<file path="config.mk">
export PLATFORM = sky130hd
export DESIGN_NAME = burst_col_gen
export DESIGN_NICKNAME = d
export VERILOG_FILES = /design/src/rtl/bcg_pkg.sv /design/src/rtl/bcg_mode_reg.sv /design/src/rtl/bcg_seq_ctrl.sv /design/src/rtl/bcg_addr_map.sv /design/src/rtl/burst_col_gen.sv
export SDC_FILE = /design/constraint.sdc
export NUM_CORES = 1
export LEC_CHECK = 0
export BUFFER_PORTS_ARGS = -buffer_cell sky130_fd_sc_hd__buf_2
export CORE_MARGIN = 3
export CORE_UTILIZATION = 55
export CTS_CLUSTER_SIZE = 8
export DETAILED_ROUTE_END_ITERATION = 6
export PLACE_DENSITY = 0.9
export SLEW_MARGIN = 20
export SYNTH_ARGS = -nofsm -noshare
export SYNTH_HDL_FRONTEND = slang
export SYNTH_SLANG_ARGS = --single-unit
</file>
<file path="constraint.sdc">
create_clock -name clk -period 2.6 [get_ports clk]
set_clock_uncertainty 0.1 [all_clocks]
set_input_delay 0 -clock clk [delete_from_list [all_inputs] [get_ports clk]]
set_output_delay 0 -clock clk [all_outputs]
set_load 0.03 [all_outputs]
</file>
<file path="src/rtl/bcg_pkg.sv">
// Package: shared types and operand field positions for the burst column
// generator. Assumes a 7-bit mode operand with fixed field positions.
package bcg_pkg;

    localparam int OP_W    = 7;
    localparam int LEN_LSB = 0;
    localparam int ORD_BIT = 3;
    localparam int CL_LSB  = 4;

    typedef enum logic [2:0] {
        BL_1    = 3'b000,
        BL_2    = 3'b001,
        BL_4    = 3'b010,
        BL_8    = 3'b011,
        BL_PAGE = 3'b111
    } blen_e;

    typedef enum logic {
        ORD_SEQ = 1'b0,
        ORD_ILV = 1'b1
    } order_e;

    typedef struct packed {
        blen_e    len;
        order_e   ord;
        logic [1:0] cl;
    } burst_cfg_t;

    localparam burst_cfg_t CFG_RESET = '{len: BL_1, ord: ORD_SEQ, cl: 2'd3};

endpackage

</file>
<file path="src/rtl/bcg_mode_reg.sv">
// Mode register: holds the burst setting written by a mode-set operand.
// Assumes the operand layout from bcg_pkg; an operand with an illegal
// length code or latency is dropped as a whole.
module bcg_mode_reg
    import bcg_pkg::*;
(
    input  logic            clk,
    input  logic            rst_n,
    input  logic            mode_wr,
    input  logic [OP_W-1:0] mode_op,
    output burst_cfg_t      cfg
);

    logic [2:0] len_f;
    logic [2:0] cl_f;
    logic       op_legal;
    burst_cfg_t cfg_q;

    // Split the operand and judge whether it is legal.
    always_comb begin
        len_f    = mode_op[LEN_LSB +: 3];
        cl_f     = mode_op[CL_LSB +: 3];
        op_legal = (len_f inside {3'b000, 3'b001, 3'b010, 3'b011, 3'b111}) &&
                   (cl_f inside {3'd1, 3'd2, 3'd3});
    end

    // Load a legal operand; keep the old setting otherwise.
    always_ff @(posedge clk) begin
        if (!rst_n) begin
            cfg_q <= CFG_RESET;
        end else if (mode_wr && op_legal) begin
            cfg_q.len <= blen_e'(len_f);
            cfg_q.ord <= order_e'(mode_op[ORD_BIT]);
            cfg_q.cl  <= cl_f[1:0];
        end
    end

    assign cfg = cfg_q;

    a_r3_bad_op_kept: assert property (@(posedge clk) disable iff (!rst_n)
        (mode_wr && !op_legal) |=> $stable(cfg_q));

    a_r2_cl_in_range: assert property (@(posedge clk) disable iff (!rst_n)
        cfg_q.cl != 2'd0);

    a_r2_op_loaded: assert property (@(posedge clk) disable iff (!rst_n)
        (mode_wr && op_legal) |=> (cfg_q.cl == $past(mode_op[CL_LSB +: 2])));

endmodule

</file>
<file path="src/rtl/bcg_seq_ctrl.sv">
// Burst sequencer: captures the start column and the setting at a burst
// start, counts beats, and ends on the last beat, a stop, or a restart.
// Assumes COL_W >= 3 so that an 8-beat block fits in a page.
module bcg_seq_ctrl
    import bcg_pkg::*;
#(
    parameter int COL_W = 8
) (
    input  logic             clk,
    input  logic             rst_n,
    input  logic             burst_go,
    input  logic [COL_W-1:0] burst_col,
    input  logic             burst_stop,
    input  burst_cfg_t       cfg,
    output logic             active,
    output logic [COL_W-1:0] start_col,
    output logic [COL_W-1:0] beat_cnt,
    output logic [COL_W-1:0] blk_mask,
    output order_e           run_ord,
    output logic             last
);

    blen_e run_len;

    // Width of the wrap block in column bits, as an all-ones mask.
    always_comb begin
        unique case (run_len)
            BL_1:    blk_mask = '0;
            BL_2:    blk_mask = COL_W'(1);
            BL_4:    blk_mask = COL_W'(3);
            BL_8:    blk_mask = COL_W'(7);
            default: blk_mask = '1;
        endcase
    end

    // The final beat of a fixed-length burst.
    always_comb last = active && (run_len != BL_PAGE) && (beat_cnt == blk_mask);

    // Sequencer state: start, stop, advance or finish.
    always_ff @(posedge clk) begin
        if (!rst_n) begin
            active    <= 1'b0;
            start_col <= '0;
            beat_cnt  <= '0;
            run_len   <= BL_1;
            run_ord   <= ORD_SEQ;
        end else if (burst_go) begin
            active    <= 1'b1;
            start_col <= burst_col;
            beat_cnt  <= '0;
            run_len   <= cfg.len;
            run_ord   <= cfg.ord;
        end else if (burst_stop || last) begin
            active    <= 1'b0;
        end else if (active) begin
            beat_cnt  <= beat_cnt + 1'b1;
        end
    end

    a_r4_go_opens: assert property (@(posedge clk) disable iff (!rst_n)
        burst_go |=> (active && beat_cnt == '0 && start_col == $past(burst_col)));

    a_r7_closes_after_last: assert property (@(posedge clk) disable iff (!rst_n)
        (last && !burst_go) |=> !active);

    a_r9_stop_closes: assert property (@(posedge clk) disable iff (!rst_n)
        (burst_stop && !burst_go) |=> !active);

    a_r8_page_no_last: assert property (@(posedge clk) disable iff (!rst_n)
        (active && run_len == BL_PAGE) |-> !last);

    a_r11_len_held: assert property (@(posedge clk) disable iff (!rst_n)
        (active && !$past(burst_go)) |-> $stable(run_len));

endmodule

</file>
<file path="src/rtl/bcg_addr_map.sv">
// Address mapper: forms the beat column from the start column and beat
// number. Bits outside the block mask come from the start column; bits
// inside follow the sequential or interleaved order.
module bcg_addr_map
    import bcg_pkg::*;
#(
    parameter int COL_W = 8
) (
    input  logic [COL_W-1:0] start_col,
    input  logic [COL_W-1:0] beat_cnt,
    input  logic [COL_W-1:0] blk_mask,
    input  order_e           run_ord,
    output logic [COL_W-1:0] col
);

    logic [COL_W-1:0] low_seq;
    logic [COL_W-1:0] low_ilv;

    // Both orderings, merged with the fixed upper bits.
    always_comb begin
        low_seq = (start_col + beat_cnt) & blk_mask;
        low_ilv = (start_col ^ beat_cnt) & blk_mask;
        col     = (start_col & ~blk_mask) |
                  ((run_ord == ORD_ILV) ? low_ilv : low_seq);
    end

endmodule

</file>
<file path="src/rtl/burst_col_gen.sv">
// Top: burst column generator. Ties the mode register, the sequencer and
// the address mapper together. Assumes a single clock and a synchronous
// active-low reset; outputs are valid in the cycle after the strobes.
module burst_col_gen
    import bcg_pkg::*;
#(
    parameter int COL_W = 8
) (
    input  logic             clk,
    input  logic             rst_n,
    input  logic             mode_wr,
    input  logic [6:0]       mode_op,
    input  logic             burst_go,
    input  logic [COL_W-1:0] burst_col,
    input  logic             burst_stop,
    output logic [COL_W-1:0] col_out,
    output logic             beat_vld,
    output logic             beat_last,
    output logic [1:0]       cas_lat
);

    burst_cfg_t       cfg;
    logic [COL_W-1:0] start_col;
    logic [COL_W-1:0] beat_cnt;
    logic [COL_W-1:0] blk_mask;
    order_e           run_ord;

    bcg_mode_reg u_mode (
        .clk     (clk),
        .rst_n   (rst_n),
        .mode_wr (mode_wr),
        .mode_op (mode_op),
        .cfg     (cfg)
    );

    bcg_seq_ctrl #(.COL_W(COL_W)) u_seq (
        .clk        (clk),
        .rst_n      (rst_n),
        .burst_go   (burst_go),
        .burst_col  (burst_col),
        .burst_stop (burst_stop),
        .cfg        (cfg),
        .active     (beat_vld),
        .start_col  (start_col),
        .beat_cnt   (beat_cnt),
        .blk_mask   (blk_mask),
        .run_ord    (run_ord),
        .last       (beat_last)
    );

    bcg_addr_map #(.COL_W(COL_W)) u_map (
        .start_col (start_col),
        .beat_cnt  (beat_cnt),
        .blk_mask  (blk_mask),
        .run_ord   (run_ord),
        .col       (col_out)
    );

    // Latency is passed straight out for the read data path.
    assign cas_lat = cfg.cl;

    a_r7_last_needs_vld: assert property (@(posedge clk) disable iff (!rst_n)
        beat_last |-> beat_vld);

    a_r4_first_col: assert property (@(posedge clk) disable iff (!rst_n)
        burst_go |=> (col_out == $past(burst_col)));

    a_r8_page_step: assert property (@(posedge clk) disable iff (!rst_n)
        (beat_vld && $past(beat_vld) && !$past(burst_go) && !$past(burst_stop) &&
         blk_mask == '1 && run_ord == ORD_SEQ) |-> (col_out == $past(col_out) + 1'b1));

endmodule

</file>
==> results.md <==
* Final Critical Period at 2.54 ns
* # setup viols final at 0
* Largest net degree at the start of global routing at 22
* Fmax at just under 0.4 GHz
* CTS max path bufs at 2
* HP Class: input port to flip-flop
* Area grow syn2layout at 31.9%
* Final ANT Viol Nets at 0
* First-pass GRT wire length at approximately 6900 um
* Vias per std cell at between 5 and 6
* Root Driver: clkbuf_4
* Crit Path Class: flip-flop to primary output
* Outcome: complete, no violations
* Critical path endpoint category: primary output
* Power per cell area at between 300 and 400 nW/um2
* Tcrit/Tclk final at 0.977
* Hold Path Depth at 3
* Total GRT Usage at 0.243
* WL met3 at 180 um
* I/O pin count at 32
* Top sig layer: met4
* Core area at approximately 2900 um2
* Post-synth top area cell: dfxtp_1
* Critical Path RT at about 2.5 ns
* Max_cap viols at 0
* Die ar. at around 3800 um2
* Register bit total from synthesis at 27
* Port bufs at 31
* Clock-pin slew of the registers on the worst-case setup and hold paths at 0.15 ns
* Die Wd at 61.6 um
* Lkg Pwr at 0.982 nW
* Post-Syn Instances at between 150 and 200
* Mean Syn Cell Area at about 8.9 um2
* Drt first-iter violations at 93
* FP Rows at 19
* Worst VDD drop at approximately 270 uV
* Number of global-route vias before repair at 1581
* WHS at 0.0273 ns
* Commonest cells after routing, fill and taps aside: dlygate4sd3_1, buf_2, dfxtp_1
* Final Wtd Congestion at 0.850
* Commonest register cell after synthesis: dfxtp_1
* Layout cell share with drive strength beyond 1 at 0.226
* DR WL met2 at 2270 um
* Initial Utilization at 0.596
* Routed len/inst at between 15 and 20 um
* Drt drc at 0
* Clock Latency Late Sink at 0.34 ns
* TritonRoute pass-1 iters at 4
* Unique cell type count in the Yosys netlist at 46
* FF-to-FF path depth at 6
* EDFF count, synth at 0
* Met1 WL at approximately 1900 um
* CTS HTree Levels at 1
* Number of buffers created by CTS at 3
* Post-synthesis sequential area ratio at 0.318
* Measured slew at the worst slew-check pin at 0.693 ns
* Clock sinks at 27
* CP arrival at around 2.4 ns
* Fin. Hold Viols at 0
* Critical Path Start Type: flip-flop
* Vias at 1637
* Final Max Tran Viols at 0
* Synth area leaders: dfxtp_1, mux2i_1, nor2b_1, ha_1, nor2_1
* Warnings, synthesis at 0
* RSZ-0062 raised after global routing: yes
* Setup TNS at 0 ns
* Die height at about 62 um
* Worst slew margin at 0.538
* Synthesized Nets at 221
* Initial antenna violation count at 0
* N_diodes at 0
* Fin nets at 282
* GR Overflow Total at 0
* Share of flip-flops with an asynchronous set or reset at 0
* CTS tree: built
* Critical-path maximum fanout at 2
* Post-Route WL at 4410 um
* Hpwl dp at 2640 um
* Post-Syn Area at 1700 um2
* Share of the synthesized area in the top cell type at 0.318
[layout make-up]
cell class                 count  area (um2)
clock buffer                   4        26.3
fill                         183         608
inverter                       9        33.8
multi-input combinational    147        1110
sequential                    27         544
tap                           31        38.8
timing repair buffer          65         492
[sequential cells by signal (all words and copies together) (netlist names)]
| signal | count |
|---|---|
| u_seq.run_ord | 1 |
| u_seq.active | 1 |
| u_seq.beat_cnt | 8 |
| u_mode.cfg | 6 |
| u_seq.start_col | 8 |
| u_seq.run_len | 3 |
[critical path, cell delays in order (launching register included)]
cell and delay [ns]:
dfxtp_2 0.39, ha_4 0.15, inv_2 0.04, fa_2 0.33
nor2b_1 0.13, o21a_1 0.15, o21a_1 0.15, o21ai_2 0.06
or4b_4 0.49, nand3_2 0.08, buf_6 0.13
[layer usage]
metal,vias to the layer above,GRT usage
met1,777,0.276
li1,800,-
met5,-,0
met3,7,0.0294
met4,0,0.0879
met2,53,0.457
[cells in the mapped netlist (5+ instances only)]
cell type,count
dfxtp_1,27
a21oi_1,10
mux2i_1,20
nor2_1,15
nor2b_1,17
ha_1,8
inv_1,9
o21ai_0,6
nand2_1,14
clkbuf_1,5
xor2_1,5
[final timing paths]
check                                 startpoint                             end  slack, ns
setup / recovery  u_seq.beat_cnt[0]$_SDFFE_PP0P_                      col_out[6]       0.06
setup reg to reg   u_seq.run_len[2]$_SDFFE_PN0P_  u_seq.beat_cnt[3]$_SDFFE_PP0P_       0.53
hold reg to reg   u_seq.beat_cnt[7]$_SDFFE_PP0P_  u_seq.beat_cnt[7]$_SDFFE_PP0P_       0.42
hold / removal                          burst_go       u_seq.active$_SDFFE_PN0P_       0.03
[where the power goes]
group	internal [mW]	total [mW]	switching, mW
Clock	0.0603	0.190	0.129
Sequential	0.427	0.440	0.0129
Combinational	0.0857	0.175	0.0897
[logic make-up after synthesis]
group | after synthesis | share of synthesized area
AOI/OAI and AO/OA | 35 | 0.151
xor gates and xnor gates | 9 | 0.0463
adders and majority gates | 9 | 0.0706
buffers and inverters | 18 | 0.0485
DFF | 27 | 0.318
muxes | 22 | 0.131
and+or+nand+nor | 72 | 0.235
[through the flow]
stage                     utilization  power (mW)  instance area (um2)  std cells  setup slack [ns]
after floorplan                     -       0.542                 1700        192             0.123
after global placement          0.655       0.577                 1870        248             0.237
after detailed placement        0.655       0.580                 1870        248             0.160
after CTS                       0.779       0.795                 2220        283            0.0323
after global routing            0.787       0.831                 2240        283           -0.0178
final                           0.787       0.805                 2240        283            0.0606
[repair_timing]
action | in CTS | in global routing
buffers inserted | 2 | 0
hold endpoints to repair | 19 | 0
pin swaps | 1 | 3
setup endpoints to repair | 1 | 2
resized for setup | 7 | 10
gates cloned | 0 | 0
hold buffers | 29 | 0
Note: power is estimated with default switching activity, not from simulation.
